===== src/rtl/can_boc_pkg.sv =====
package can_boc_pkg;

  typedef enum logic [1:0] {
    CM_COMM  = 2'b00,
    CM_RESET = 2'b01,
    CM_HALT  = 2'b10
  } chan_mode_e;

  typedef enum logic [1:0] {
    RP_AUTO     = 2'b00,
    RP_ON_ENTRY = 2'b01,
    RP_ON_END   = 2'b10,
    RP_ON_PROG  = 2'b11
  } recov_pol_e;

  localparam int unsigned BIT_TAIE    = 0;
  localparam int unsigned BIT_POL_LO  = 5;
  localparam int unsigned BIT_ERRD    = 7;
  localparam int unsigned BIT_TEN     = 8;
  localparam int unsigned BIT_TSEL_LO = 9;
  localparam int unsigned POL_W       = 2;
  localparam int unsigned TSEL_W      = 2;

  typedef struct packed {
    logic [TSEL_W-1:0] tsel;
    logic              ten;
    logic              errd;
    recov_pol_e        pol;
    logic              taie;
  } ctrl_fields_t;

endpackage


===== src/rtl/boc_rst_sync.sv =====
module boc_rst_sync #(
  parameter int unsigned STAGES = 2
) (
  input  logic clk,
  input  logic rst_n,
  output logic rst_sync_n
);
  logic [STAGES-1:0] sync_q;
  logic [STAGES-1:0] sync_n;

  always_comb begin
    sync_n = {sync_q[STAGES-2:0], 1'b1};
  end

  always_ff @(posedge clk or negedge rst_n) begin
    if (!rst_n) sync_q <= '0;
    else        sync_q <= sync_n;
  end

  assign rst_sync_n = sync_q[STAGES-1];
endmodule


===== src/rtl/boc_ctrl_reg.sv =====
module boc_ctrl_reg
  import can_boc_pkg::*;
#(
  parameter int unsigned REG_W = 16
) (
  input  logic               clk,
  input  logic               rst_n,
  input  chan_mode_e         mode_q,
  input  logic               wr_en,
  input  logic [REG_W-1:0]   wdata,
  output ctrl_fields_t       fields,
  output logic [REG_W-1:0]   rdata
);
  ctrl_fields_t f_q;
  ctrl_fields_t f_n;
  logic         cfg_open;
  logic         upd_en;

  assign cfg_open = (mode_q == CM_RESET) || (mode_q == CM_HALT);
  assign upd_en   = wr_en || (mode_q == CM_RESET);

  always_comb begin
    f_n = f_q;
    if (wr_en) begin
      f_n.taie = wdata[BIT_TAIE];
      if (cfg_open) begin
        f_n.errd = wdata[BIT_ERRD];
        f_n.pol  = recov_pol_e'(wdata[BIT_POL_LO +: POL_W]);
      end
      if (mode_q == CM_HALT) begin
        f_n.ten  = wdata[BIT_TEN];
        f_n.tsel = wdata[BIT_TSEL_LO +: TSEL_W];
      end
    end
    if (mode_q == CM_RESET) begin
      f_n.ten  = 1'b0;
      f_n.tsel = '0;
    end
  end

  always_ff @(posedge clk or negedge rst_n) begin
    if (!rst_n)      f_q <= '0;
    else if (upd_en) f_q <= f_n;
  end

  always_comb begin
    rdata                          = '0;
    rdata[BIT_TAIE]                = f_q.taie;
    rdata[BIT_POL_LO +: POL_W]     = f_q.pol;
    rdata[BIT_ERRD]                = f_q.errd;
    rdata[BIT_TEN]                 = f_q.ten;
    rdata[BIT_TSEL_LO +: TSEL_W]   = f_q.tsel;
  end

  assign fields = f_q;

  a_r8_test_cleared_in_reset : assert property (@(posedge clk) disable iff (!rst_n)
    (mode_q == CM_RESET) |=> (f_q.ten == 1'b0 && f_q.tsel == '0));

  a_r8_test_locked_in_comm : assert property (@(posedge clk) disable iff (!rst_n)
    (mode_q == CM_COMM) |=> ($stable(f_q.ten) && $stable(f_q.tsel)));

  a_r9_policy_locked_in_comm : assert property (@(posedge clk) disable iff (!rst_n)
    (mode_q == CM_COMM) |=> ($stable(f_q.pol) && $stable(f_q.errd)));

  a_r10_taie_takes_write : assert property (@(posedge clk) disable iff (!rst_n)
    wr_en |=> (f_q.taie == $past(wdata[BIT_TAIE])));
endmodule


===== src/rtl/boc_busoff_track.sv =====
module boc_busoff_track
  import can_boc_pkg::*;
(
  input  logic       clk,
  input  logic       rst_n,
  input  chan_mode_e mode_q,
  input  recov_pol_e pol,
  input  logic       bo_enter,
  input  logic       bo_end,
  input  logic       prog_halt_req,
  output logic       busoff_q,
  output logic       force_halt
);
  logic busoff_n;
  logic bo_upd;

  assign bo_upd = bo_enter || bo_end || (mode_q == CM_RESET);

  always_comb begin
    if (mode_q == CM_RESET) busoff_n = 1'b0;
    else if (bo_enter)      busoff_n = 1'b1;
    else                    busoff_n = 1'b0;
  end

  always_ff @(posedge clk or negedge rst_n) begin
    if (!rst_n)      busoff_q <= 1'b0;
    else if (bo_upd) busoff_q <= busoff_n;
  end

  always_comb begin
    force_halt = 1'b0;
    if (mode_q == CM_COMM) begin
      unique case (pol)
        RP_AUTO:     force_halt = 1'b0;
        RP_ON_ENTRY: force_halt = bo_enter;
        RP_ON_END:   force_halt = bo_end && busoff_q;
        RP_ON_PROG:  force_halt = prog_halt_req && busoff_q;
        default:     force_halt = 1'b0;
      endcase
    end
  end

  a_r11_entry_sets : assert property (@(posedge clk) disable iff (!rst_n)
    (mode_q != CM_RESET && bo_enter) |=> busoff_q);

  a_r11_end_clears : assert property (@(posedge clk) disable iff (!rst_n)
    (bo_end && !bo_enter) |=> !busoff_q);

  a_r11_cleared_in_reset : assert property (@(posedge clk) disable iff (!rst_n)
    (mode_q == CM_RESET) |=> !busoff_q);
endmodule


===== src/rtl/boc_mode_fsm.sv =====
module boc_mode_fsm
  import can_boc_pkg::*;
(
  input  logic       clk,
  input  logic       rst_n,
  input  logic       req_vld,
  input  logic [1:0] req,
  input  logic       force_halt,
  output chan_mode_e mode_q
);
  chan_mode_e mode_n;
  chan_mode_e req_mode;
  logic       req_reset;
  logic       req_move;

  assign req_mode  = chan_mode_e'(req);
  assign req_reset = req_vld && (req_mode == CM_RESET);
  assign req_move  = req_vld && ((req_mode == CM_COMM) || (req_mode == CM_HALT));

  always_comb begin
    mode_n = mode_q;
    if (req_reset)       mode_n = CM_RESET;
    else if (force_halt) mode_n = CM_HALT;
    else if (req_move)   mode_n = req_mode;
  end

  always_ff @(posedge clk or negedge rst_n) begin
    if (!rst_n) mode_q <= CM_RESET;
    else        mode_q <= mode_n;
  end

  a_r2_reset_request_wins : assert property (@(posedge clk) disable iff (!rst_n)
    req_reset |=> (mode_q == CM_RESET));

  a_r2_code3_ignored : assert property (@(posedge clk) disable iff (!rst_n)
    (req_vld && req == 2'b11 && !force_halt) |=> $stable(mode_q));
endmodule


===== src/rtl/can_busoff_ctrl.sv =====
module can_busoff_ctrl
  import can_boc_pkg::*;
#(
  parameter int unsigned REG_W     = 16,
  parameter int unsigned RST_STAGE = 2
) (
  input  logic             clk,
  input  logic             rst_n,
  input  logic             mode_req_vld,
  input  logic [1:0]       mode_req,
  input  logic             bo_enter,
  input  logic             bo_end,
  input  logic             prog_halt_req,
  input  logic             cfg_wr,
  input  logic [REG_W-1:0] cfg_wdata,
  output logic [1:0]       chan_mode,
  output logic             busoff,
  output logic             halt_ind,
  output logic             test_active,
  output logic [1:0]       test_mode,
  output logic             tx_abort_ie,
  output logic             err_disp_all,
  output logic [REG_W-1:0] cfg_rdata
);
  logic         rst_i_n;
  chan_mode_e   mode_q;
  ctrl_fields_t fields;
  logic         busoff_q;
  logic         force_halt;

  boc_rst_sync #(.STAGES(RST_STAGE)) u_rst (
    .clk(clk), .rst_n(rst_n), .rst_sync_n(rst_i_n)
  );

  boc_ctrl_reg #(.REG_W(REG_W)) u_reg (
    .clk(clk), .rst_n(rst_i_n), .mode_q(mode_q), .wr_en(cfg_wr),
    .wdata(cfg_wdata), .fields(fields), .rdata(cfg_rdata)
  );

  boc_busoff_track u_bo (
    .clk(clk), .rst_n(rst_i_n), .mode_q(mode_q), .pol(fields.pol),
    .bo_enter(bo_enter), .bo_end(bo_end), .prog_halt_req(prog_halt_req),
    .busoff_q(busoff_q), .force_halt(force_halt)
  );

  boc_mode_fsm u_fsm (
    .clk(clk), .rst_n(rst_i_n), .req_vld(mode_req_vld), .req(mode_req),
    .force_halt(force_halt), .mode_q(mode_q)
  );

  assign chan_mode    = mode_q;
  assign busoff       = busoff_q;
  assign halt_ind     = (mode_q == CM_HALT);
  assign test_active  = fields.ten;
  assign test_mode    = fields.ten ? fields.tsel : 2'b00;
  assign tx_abort_ie  = fields.taie;
  assign err_disp_all = fields.errd;

  logic no_rst_req;
  assign no_rst_req = !(mode_req_vld && mode_req == 2'b01);

  a_r3_auto_stays_comm : assert property (@(posedge clk) disable iff (!rst_i_n)
    (fields.pol == RP_AUTO && chan_mode == 2'b00 && !mode_req_vld) |=> (chan_mode == 2'b00));

  a_r4_halt_on_entry : assert property (@(posedge clk) disable iff (!rst_i_n)
    (fields.pol == RP_ON_ENTRY && chan_mode == 2'b00 && bo_enter && no_rst_req)
      |=> (chan_mode == 2'b10));

  a_r5_halt_on_end : assert property (@(posedge clk) disable iff (!rst_i_n)
    (fields.pol == RP_ON_END && chan_mode == 2'b00 && busoff && bo_end && no_rst_req)
      |=> (chan_mode == 2'b10));

  a_r6_prog_halt_when_busoff : assert property (@(posedge clk) disable iff (!rst_i_n)
    (fields.pol == RP_ON_PROG && chan_mode == 2'b00 && busoff && prog_halt_req && no_rst_req)
      |=> (chan_mode == 2'b10));

  a_r6_prog_ignored_not_busoff : assert property (@(posedge clk) disable iff (!rst_i_n)
    (chan_mode == 2'b00 && !busoff && !bo_enter && !mode_req_vld) |=> (chan_mode == 2'b00));

  a_r7_halt_holds : assert property (@(posedge clk) disable iff (!rst_i_n)
    (halt_ind && !mode_req_vld) |=> halt_ind);

  a_r10_reserved_zero : assert property (@(posedge clk) disable iff (!rst_i_n)
    (cfg_rdata[15:11] == 5'd0 && cfg_rdata[4:1] == 4'd0));
endmodule


===== config.mk =====
export PLATFORM = sky130hd
export DESIGN_NAME = can_busoff_ctrl
export DESIGN_NICKNAME = d
export VERILOG_FILES = /design/src/rtl/can_boc_pkg.sv /design/src/rtl/boc_rst_sync.sv /design/src/rtl/boc_ctrl_reg.sv /design/src/rtl/boc_busoff_track.sv /design/src/rtl/boc_mode_fsm.sv /design/src/rtl/can_busoff_ctrl.sv
export SDC_FILE = /design/constraint.sdc
export NUM_CORES = 1
export LEC_CHECK = 0
export ABC_AREA = 1
export BUFFER_PORTS_ARGS = -buffer_cell sky130_fd_sc_hd__buf_2
export CAP_MARGIN = 10
export CORE_AREA = 2 2 44 46
export CTS_BUF_LIST = sky130_fd_sc_hd__clkbuf_2 sky130_fd_sc_hd__clkbuf_4 sky130_fd_sc_hd__clkbuf_8
export DETAILED_ROUTE_END_ITERATION = 7
export DIE_AREA = 0 0 46 48
export PLACE_DENSITY = 0.82
export SLEW_MARGIN = 5
export SYNTH_ARGS = -nofsm -noshare
export SYNTH_HDL_FRONTEND = slang
export SYNTH_SLANG_ARGS = --single-unit

===== constraint.sdc =====
create_clock -name clk -period 1.19 [get_ports clk]
set_input_delay 0.2975 -clock clk [delete_from_list [all_inputs] [get_ports clk]]
set_output_delay 0.2975 -clock clk [all_outputs]
set_load 0.005 [all_outputs]

==> metrics.md, run 1 <==
| Metric | Value |
|---|---|
| Critical path arrival | `1180 ps` |
| Post-route DRC violation count | `0` |
| Antenna violations before repair | `0` |
| Number of vias per cell after detailed routing | `4.35` |
| Global-route wire length before repair | `1.97 mm` |
| Outcome | `complete, but fails checks` |
| Class of the most critical hold timing path | `reg -> async` |
| Via Count | `approximately 600` |
| DP Area | `846 um2` |
| Largest net degree at the start of global routing | `11` |
| Async set-or-reset flop fraction in the synthesized netlist | `1.00` |
| Proportion of synthesized chip area in sequential cells | `0.452` |
| Cell occurring most often along the worst timing path | `buf_6` |
| Starting utilization of the core area | `0.395` |
| Crit-path cells | `inv_2 -> buf_6 -> ha_4 -> buf_6` |
| Maximum single-stage delay on the critical path | `about 530 ps` |
| Post-layout net count | `149` |
| TritonCTS clock tree | `built` |
| Warnings, synthesis | `0` |
| Number of antenna diodes | `0` |
| Most used flip-flop cell after synthesis | `dfrtp_1` |
| Final Hold Viols | `0` |
| Layout Skew | `roughly 6.5 ps` |
| Clock sink count | `12` |
| FP Rows | `15` |
| Remaining antenna violation count | `0` |
| Maximum buffer depth of the clock tree | `2` |
| Number of placed I/O pins | `50` |
| Violated checks | `negative setup slack` |
| Critical path buffers and inverters | `3` |
| Top cells by count, synth | `nand2_1, buf_4, inv_1, dfrtp_1, nand3_1` |
| Cell leakage power | `0.569 nW` |
| Final max-slew violation count | `0` |
| EDFF count, synth | `0` |
| Netlist Area Pre-Place | `667 um2` |
| Die Ht | `48 um` |
| Die Width | `46 um` |
| Worst IR Drop VDD | `1.09 mV` |
| Highest attainable clock frequency | `675 MHz` |
| Post-detailed-routing wire length | `around 1.3 mm` |
| Area of the die | `roughly 2200 um2` |
| Startpoint kind of the worst setup timing path | `flip-flop` |
| GRT Total Usage | `0.127` |
| Critical path class | `reg -> out` |
| Maximum fanout along the worst path | `2` |
| CTS Root Buffer Type | `clkbuf_4` |
| Gp weighted congestion | `0.674` |
| Average cell area after synthesis | `8.55 um2` |
| Placeable core region | `1690 um2` |
| Family with the most delay on the worst path | `flip-flops` |
| Dpl ws | `-130 ps` |
| Worst path slowest cell | `dfstp_2` |
| # Max-Cap Violations | `0` |
| Cells taking the most area after synthesis | `dfrtp_1, buf_4, nand2_1` |
| Netlist cell types | `16` |
| Pwr per Cell Area | `roughly 2000 nW/um2` |
| Final min period | `about 1500 ps` |
| Setup repair after global routing missed its margin | `yes` |
| Latest clock arrival within the worst-skew pair | `270 ps` |
| Remaining Overflow, GRT | `0` |
| P&R area growth vs syn | `45.4%` |
| Proportion of layout cells with a drive suffix above 1 | `0.500` |
| Critical path required time | `890 ps` |
| Cell type with the largest total area after synthesis | `dfrtp_1` |
| Yosys reg bits | `12` |
| Final design area excluding fillers | `970 um2` |
| Clk slew on worst S/H paths | `about 70 ps` |
| Capturing element type of the critical path | `primary output` |
| Vias in the first global route | `562` |
| Count of input and output buffers | `31` |
| CTS Buf Count | `3` |
| Gate count of the mapped netlist | `78` |
| H-tree lvl count | `1` |
| Portion of the clock cycle consumed by the worst path in the final layout | `1.24` |
| # setup viols final | `13` |
| Drt first pass iters | `4` |
| Share of the synthesized area in the top cell type | `0.413` |
| HPWL after detailed placement | `roughly 1 mm` |
| Dominant cell by count in the synthesized netlist | `nand2_1` |
| Routed length per instance | `9.37 um` |
| Detailed Route Iter0 Violations | `6` |
| Final worst-path setup slack | `-291 ps` |
==> cell families (layout without fill, tap and decap cells) <==
group	after synthesis	after routing	share of synthesized area
AO/OA/AOI/OAI	9	9	0.0844
adder cells (fa/ha/maj)	3	3	0.0563
buffers and inverters	24	58	0.203
flip-flops	12	12	0.452
multiplexers	1	1	0.0169
other	2	10	0.0113
AND/OR/NAND/NOR	27	27	0.176
==> stage by stage <==
stage | hold slack [ps] | instances | power [mW] | util | setup TNS (ps)
after global routing | 196 | 137 | 2.10 | 0.574 | -2540
after CTS | 157 | 136 | 1.87 | 0.561 | -1850
after detailed placement | 84.5 | 128 | 1.43 | 0.501 | -535
final | 152 | 137 | 1.93 | 0.574 | -1780
after floorplan | 1.91 | 86 | 1.12 | - | -432
after global placement | 83.1 | 128 | 1.40 | 0.501 | -479
==> state kept, by name, summed over array words and instances, names as in the netlist <==
signal         flops
u_reg.fields       7
u_rst.sync_q       2
u_bo.busoff_q      1
u_fsm.mode_q       2
==> layer usage <==
layer	part of all wire	track usage	up-vias	routed length, um
li1	-	-	299	-
met1	0.41	0.127	267	523
met2	0.51	0.239	28	654
met3	0.076	0.0226	2	97
met4	0.0062	0.0857	0	8
met5	0	0	-	0
==> cells in the final DEF (no fill, tap or decap), drive strengths merged <==
master and count:
a21oi 2, dfstp 1, or2 1, mux2 1, ha 3, dfrtp 11
nor2 2, inv 12, conb 10, o21ai 7, nand3 7, clkbuf 4
buf 41, dlygate4sd3 1, nand2 17
==> worst paths after layout <==
check,slack [ps],endpoint,start,cells past startpoint
max in group asynchronous,710,u_fsm.mode_q[0],u_rst.sync_q[1],0
max reg2reg,-280,u_reg.fields[6],u_fsm.mode_q[0],6
min reg2reg,150,u_fsm.mode_q[1],u_rst.sync_q[1],0
min,150,u_fsm.mode_q[1],u_rst.sync_q[1],0
max,-290,halt_ind,u_fsm.mode_q[0],4
min in group clk,220,u_reg.fields[3],cfg_wdata[7],3
==> power by group <==
| group | switching (mW) | internal, mW | total (mW) | leakage, nW |
|---|---|---|---|---|
| clock network | 0.123 | 0.152 | 0.276 | 0.0184 |
| logic | 0.427 | 0.564 | 0.990 | 0.406 |
| registers | 0.120 | 0.542 | 0.662 | 0.145 |
==> what timing repair did <==
item / 4_1_cts / 5_1_grt
endpoints found under the hold margin: 2 / 0
hold buffers: 1 / 0
buffers inserted: 3 / 1
setup endpoints to repair: 11 / 13
pin swaps: 3 / 1
resized for setup: 11 / 5
==> layout make-up <==
| class | count | area [um2] |
|---|---|---|
| Fill cell | 167 | 719 |
| Timing Repair Buffer | 42 | 268 |
| Multi-Input combinational cell | 50 | 302 |
| Clock buffer | 4 | 30.0 |
| Inverter | 12 | 47.5 |
| Sequential cell | 12 | 302 |
| Tap cell | 17 | 21.3 |
(Power assumes the default switching activity.)
==> run 2: changes to the inputs <==
--- a/config.mk
+++ b/config.mk
@@ -13,6 +13,7 @@
 export DETAILED_ROUTE_END_ITERATION = 7
 export DIE_AREA = 0 0 46 48
 export PLACE_DENSITY = 0.82
+export SKIP_CTS_REPAIR_TIMING = 1
 export SLEW_MARGIN = 5
 export SYNTH_ARGS = -nofsm -noshare
 export SYNTH_HDL_FRONTEND = slang
==> constraint.sdc (replaced) <==
create_clock -name clk -period 1.4 [get_ports clk]
set_input_delay 0.35 -clock clk [delete_from_list [all_inputs] [get_ports clk]]
set_output_delay 0.35 -clock clk [all_outputs]
set_load 0.005 [all_outputs]
==> run 2 against run 1 <==
Against the previous run:
- the flow still finishes with violations (negative setup slack)
- sequential power is 16% lower
- final cell count is 3.6% lower
- total power is 28% lower
- largest power group unchanged
- wire length is 2.2% lower
- critical path type unchanged
- combinational power is 41% lower
==> metrics.md, run 2 (synthesis gave the netlist of run 1 again) <==
| Metric | Value |
|---|---|
| Latest clock arrival within the worst-skew pair | `280 ps (about the same)` |
| Most common cell after layout, fill and taps aside | `buf_2` |
| Number of vias per cell after detailed routing | `4.48 (+3.1%)` |
| Via Count | `592 (-0.67%)` |
| Proportion of layout cells with a drive suffix above 1 | `0.426 (-0.0739)` |
| Outcome | `complete, but fails checks` |
| Clock sink count | `12 (unchanged)` |
| Detailed Route Iter0 Violations | `11 (+5)` |
| Remaining antenna violation count | `0 (unchanged)` |
| Critical path buffers and inverters | `2 (-1)` |
| Vias in the first global route | `435 (-23%)` |
| P&R area growth vs syn | `31.0%` |
| Post-route DRC violation count | `0 (unchanged)` |
| Violated checks | `negative setup slack` |
| Maximum single-stage delay on the critical path | `540 ps (about the same)` |
| H-tree lvl count | `1 (unchanged)` |
| Final Hold Viols | `0 (unchanged)` |
| Placeable core region | `1690 um2 (unchanged)` |
| Maximum buffer depth of the clock tree | `2 (unchanged)` |
| Family with the most delay on the worst path | `flip-flops` |
| Smallest hold slack | `148 ps (-4.93 ps)` |
| Max FFs per register | `7 (unchanged)` |
| Clk slew on worst S/H paths | `80 ps (about the same)` |
| Pwr per Cell Area | `1590 nW/um2 (-20%)` |
| # setup viols final | `2 (-11)` |
| Class of the most critical hold timing path | `reg -> async` |
| Number of antenna diodes | `0 (unchanged)` |
| Critical path required time | `1050 ps (+160 ps)` |
| Critical path class | `reg -> out` |
| Post-detailed-routing wire length | `1.26 mm (-2.2%)` |
| Maximum fanout along the worst path | `2 (unchanged)` |
| Count of input and output buffers | `31 (unchanged)` |
| Final worst-path setup slack | `-75.4 ps (+216 ps)` |
| Final max-slew violation count | `0 (unchanged)` |
| Portion of the clock cycle consumed by the worst path in the final layout | `1.05` |
| # Max-Cap Violations | `0 (unchanged)` |
| Cell leakage power | `0.532 nW (-6.6%)` |
| CTS Buf Count | `3 (unchanged)` |
| Gp weighted congestion | `0.679 (+0.74%)` |
| CTS Root Buffer Type | `clkbuf_4` |
| Utilization of the core after routing | `0.517 (-0.0570)` |
| Starting utilization of the core area | `0.395 (unchanged)` |
| Post-layout net count | `144 (-3.4%)` |
| Remaining Overflow, GRT | `0 (unchanged)` |
| Area of the die | `2210 um2 (unchanged)` |
| Crit-path cells | `inv_2 -> ha_2 -> buf_2` |
| Die Ht | `48 um (unchanged)` |
| HPWL after detailed placement | `1.01 mm (+0.58%)` |
| Dpl ws | `16.1 ps (+146 ps)` |
| FP Rows | `15 (unchanged)` |
| Worst Reg2Reg Path Length in Cells | `5 (-1)` |
| Worst setup slack for register-to-register paths | `20 ps (+300 ps)` |
| Endpoint of the most critical register-to-register path | `u_reg.fields[5]` |
| Worst path slowest cell | `dfstp_2` |
| Number of placed I/O pins | `50 (unchanged)` |
| Commonest cells after routing, fill and taps aside | `buf_2, nand2_1, inv_1, dfrtp_1, conb_1` |
| Largest net degree at the start of global routing | `11 (unchanged)` |
| Routed length per instance | `9.52 um (+1.5%)` |
| Layout Skew | `9.85 ps (+3.32 ps)` |
| Worst IR Drop VDD | `0.845 mV (-22%)` |
| Highest attainable clock frequency | `678 MHz` |
| Critical path arrival | `1130 ps (-50 ps)` |
| Startpoint kind of the worst setup timing path | `flip-flop` |
| Fill cell total of the finished layout | `169 (+1.2%)` |
| Final min period | `1480 ps` |
| Startpoint of the most critical register-to-register path | `u_fsm.mode_q[0]` |
| Setup repair after global routing missed its margin | `yes` |
| Drt first pass iters | `4 (unchanged)` |
| TritonCTS clock tree | `built` |
| Die Width | `46 um (unchanged)` |
| GRT Total Usage | `0.123 (-0.00395)` |
| Setup TNS Final | `-106 ps (+1680 ps)` |
| Global-route wire length before repair | `1.75 mm (-11%)` |
| Capturing element type of the critical path | `primary output` |
| Antenna violations before repair | `0 (unchanged)` |
run 2: changes by cell type in the layout (fill, tap and decap cells not counted), sizes merged:
cell	before	now
buf	41	36
run 2: worst max-delay path by stage:
stage | startpoint | to | slack (ps) | depth (start not counted)
finish | u_fsm.mode_q[0] | halt_ind | -80 | 3
global route | u_fsm.mode_q[0] | halt_ind | -120 | 3
CTS | u_fsm.mode_q[0] | halt_ind | -120 | 3
detailed placement | u_fsm.mode_q[0] | u_reg.fields[5] | 20 | 5
global placement | u_fsm.mode_q[0] | u_reg.fields[4] | 30 | 5
floorplan | u_fsm.mode_q[0] | u_reg.fields[4] | 5 | 5
run 2: cell type report:
class | instances | area [um2] | area share
clock buffer | 4 | 30.0 | 0.0344
inverter | 12 | 45.0 | 0.0516
multi-input combinational | 50 | 263 | 0.301
sequential | 12 | 302 | 0.345
tap | 17 | 21.3 | 0.0244
timing repair buffer | 37 | 213 | 0.244
run 2: per-stage QoR:
step                cell area (um2)  instances  power [mW]
detailed placement              806        125        1.13
CTS                             836        129        1.38
global placement                806        125        1.11
floorplan                       697         86       0.913
global route                    873        132        1.52
finish                          873        132        1.39
run 2: where the power goes:
group,internal (mW),switching [mW],total (mW)
combinational,0.304,0.284,0.587
clock,0.130,0.113,0.243
sequential,0.460,0.0969,0.557
total,0.894,0.493,1.39
run 2: per-layer routing:
metal	share of wire	track usage	routed length [um]	vias up
li1	-	-	-	293
met1	0.39	0.127	485	262
met2	0.50	0.200	629	33
met3	0.095	0.0679	119	4
met4	0.017	0.0686	21	0
met5	0	0	0	-
==> run 3: changes to the inputs <==
--- a/config.mk
+++ b/config.mk
@@ -8,11 +8,12 @@
 export ABC_AREA = 1
 export BUFFER_PORTS_ARGS = -buffer_cell sky130_fd_sc_hd__buf_2
 export CAP_MARGIN = 10
-export CORE_AREA = 2 2 44 46
+export CORE_AREA = 2 2 42 44
 export CTS_BUF_LIST = sky130_fd_sc_hd__clkbuf_2 sky130_fd_sc_hd__clkbuf_4 sky130_fd_sc_hd__clkbuf_8
+export CTS_CLUSTER_DIAMETER = 120
 export DETAILED_ROUTE_END_ITERATION = 7
-export DIE_AREA = 0 0 46 48
-export PLACE_DENSITY = 0.82
+export DIE_AREA = 0 0 44 46
+export PLACE_DENSITY = 0.89
 export SKIP_CTS_REPAIR_TIMING = 1
 export SLEW_MARGIN = 5
 export SYNTH_ARGS = -nofsm -noshare
==> constraint.sdc (replaced) <==
create_clock -name clk -period 1.85 [get_ports clk]
set_input_delay 0.4625 -clock clk [delete_from_list [all_inputs] [get_ports clk]]
set_output_delay 0.4625 -clock clk [all_outputs]
set_load 0.005 [all_outputs]
==> run 3 against run 2 <==
Against the previous run:
- the flow now finishes without violations
- largest power group is now sequential cells
- first-iteration DRC count fell by 27%
- setup slack gained 270 ps
- flip-flop and latch count unchanged
- wire length shrank 3.4%
- via count shrank 3.0%
- critical endpoint unchanged
==> metrics.md, run 3 (synthesis gave the netlist of run 1 again) <==
| Metric | Value |
|---|---|
| Number of antenna diodes | `0 (unchanged)` |
| Dpl ws | `360 ps (+344 ps)` |
| Via Count | `574 (-3.0%)` |
| Vias in the first global route | `470 (+8.0%)` |
| Fraction of power spent switching nets | `0.359 (+0.00377)` |
| Remaining Overflow, GRT | `0 (unchanged)` |
| Worst IR Drop VDD | `0.690 mV (-18%)` |
| Commonest cells after routing, fill and taps aside | `buf_2, nand2_1, inv_1` |
| Post-route DRC violation count | `0 (unchanged)` |
| Endpoint of the most critical register-to-register path | `u_reg.fields[4]` |
| Setup TNS Final | `0 ps (+106 ps)` |
| Setup repair after global routing missed its margin | `no` |
| Drt first pass iters | `4 (unchanged)` |
| Worst setup slack for register-to-register paths | `350 ps (+330 ps)` |
| Startpoint of the most critical register-to-register path | `u_fsm.mode_q[0]` |
| Most common cell after layout, fill and taps aside | `buf_2` |
| Highest attainable clock frequency | `604 MHz` |
| Die Ht | `46 um (-4.2%)` |
| Number of placed I/O pins | `50 (unchanged)` |
| Detailed Route Iter0 Violations | `8 (-3)` |
| Relative contribution of the clock network to total power | `0.200 (+0.025)` |
| GRT Total Usage | `0.129 (+0.00576)` |
| Global-route wire length before repair | `1.86 mm (+6.4%)` |
| Area of the die | `2020 um2 (-8.3%)` |
| Class of the most critical hold timing path | `reg -> async` |
| FF+latch area | `302 um2 (unchanged)` |
| Maximum buffer depth of the clock tree | `2 (unchanged)` |
| # Max-Cap Violations | `0 (unchanged)` |
| Clock sink count | `12 (unchanged)` |
| Largest net degree at the start of global routing | `11 (unchanged)` |
| Capturing element type of the critical path | `primary output` |
| Post-layout net count | `139 (-3.5%)` |
| Final Hold Viols | `0 (unchanged)` |
| CTS Buf Count | `3 (unchanged)` |
| Clk slew on worst S/H paths | `80 ps (about the same)` |
| Net switching power | `0.370 mW (-25%)` |
| Latest clock arrival within the worst-skew pair | `270 ps (about the same)` |
| P&R area growth vs syn | `24.4%` |
| Final min period | `1660 ps` |
| Critical path class | `reg -> out` |
| FP Rows | `15 (unchanged)` |
| Final worst-path setup slack | `194 ps (+269 ps)` |
| Outcome | `finished, final reports clean` |
| Die Width | `44 um (-4.3%)` |
| Antenna violations before repair | `0 (unchanged)` |
| Worst path slowest cell | `dfstp_2` |
| Gp weighted congestion | `0.823 (+21%)` |
| Critical path arrival | `1190 ps (+60 ps)` |
| Portion of the clock cycle consumed by the worst path in the final layout | `0.895` |
| Placeable core region | `1610 um2 (-4.4%)` |
| Fill cell total of the finished layout | `156 (-7.7%)` |
| CTS Root Buffer Type | `clkbuf_4` |
| Crit-path cells | `inv_1 -> ha_1 -> buf_2` |
| Layout Skew | `6.27 ps (-3.58 ps)` |
| Critical path required time | `1390 ps (+340 ps)` |
| Internal power contribution | `0.659 mW (-26%)` |
| Routed length per instance | `9.55 um (+0.38%)` |
| Pwr per Cell Area | `1240 nW/um2 (-22%)` |
| Maximum fanout along the worst path | `4 (+2)` |
| Startpoint kind of the worst setup timing path | `flip-flop` |
| Post-detailed-routing wire length | `1.21 mm (-3.4%)` |
| Area of the multi-input gates | `260 um2 (-0.95%)` |
| Cell leakage power | `0.510 nW (-4.2%)` |
| # setup viols final | `0 (-2)` |
| Number of vias per cell after detailed routing | `4.52 (+0.78%)` |
| H-tree lvl count | `1 (unchanged)` |
| Remaining antenna violation count | `0 (unchanged)` |
| TritonCTS clock tree | `built` |
| Final max-slew violation count | `0 (unchanged)` |
| Worst Reg2Reg Path Length in Cells | `5 (unchanged)` |
| Count of input and output buffers | `31 (unchanged)` |
| Maximum single-stage delay on the critical path | `560 ps (+20 ps)` |
| Max FFs per register | `7 (unchanged)` |
| Combinational fraction of design power | `0.392 (-0.031)` |
| HPWL after detailed placement | `1.00 mm (-1.0%)` |
| Starting utilization of the core area | `0.413 (+0.0184)` |
| Proportion of layout cells with a drive suffix above 1 | `0.382 (-0.0443)` |
| Seq pwr share | `0.408 (+0.006)` |
## run 3: changes by cell type in the layout (fill, tap and decap cells not counted)
cell / change
inv_1: +1
ha_1: +1
buf_6: -2
buf_4: -4
clkbuf_8: +1
inv_2: -1
buf_2: +1
clkbuf_4: -1
ha_2: -1
## run 3: worst max-delay path: cells and delay by family, from the launching register on
kind	cells	cell delay, ps
DFF	1	560
buffers and inverters	2	180
adders and majority gates	1	180
## run 3: through the flow
step	utilization	area [um2]	hold slack, ps	total power [mW]	cells
floorplan	-	697	120	0.691	86
global placement	0.485	783	163	0.812	122
detailed placement	0.485	783	170	0.834	122
CTS	0.508	820	-50.1	1.04	126
global route	0.514	830	202	1.12	127
finish	0.514	830	158	1.03	127
## run 3: how the worst max path moves through the flow
stage,cells past startpoint,slack [ps],endpoint,from
floorplan,5,460,u_reg.fields[4],u_fsm.mode_q[0]
global placement,5,400,u_reg.fields[4],u_fsm.mode_q[0]
detailed placement,5,360,u_reg.fields[4],u_fsm.mode_q[0]
CTS,3,180,halt_ind,u_fsm.mode_q[0]
global route,3,160,halt_ind,u_fsm.mode_q[0]
finish,3,190,halt_ind,u_fsm.mode_q[0]
## run 3: final cells by class
cell class | count | area share
timing repair buffer | 32 | 0.199
clock buffer | 4 | 0.0437
tap | 17 | 0.0256
sequential | 12 | 0.363
inverter | 12 | 0.0543
multi-input combinational | 50 | 0.314
## run 3: power groups by stage
stage          Combinational (mW)  Sequential (mW)  Clock, mW
2_1_floorplan               0.262            0.428          0
3_3_place_gp                0.391            0.421          0
3_5_place_dp                0.408            0.426          0
4_1_cts                     0.411            0.421      0.213
5_1_grt                     0.463            0.433      0.221
6_report                    0.403            0.420      0.206
## run 3: routing by layer
metal  share of wire  track usage  wire, um
met1            0.39        0.154       473
met2            0.52        0.209       625
met3           0.071       0.0238        86
met4           0.022       0.0909        27
met5               0            0         0
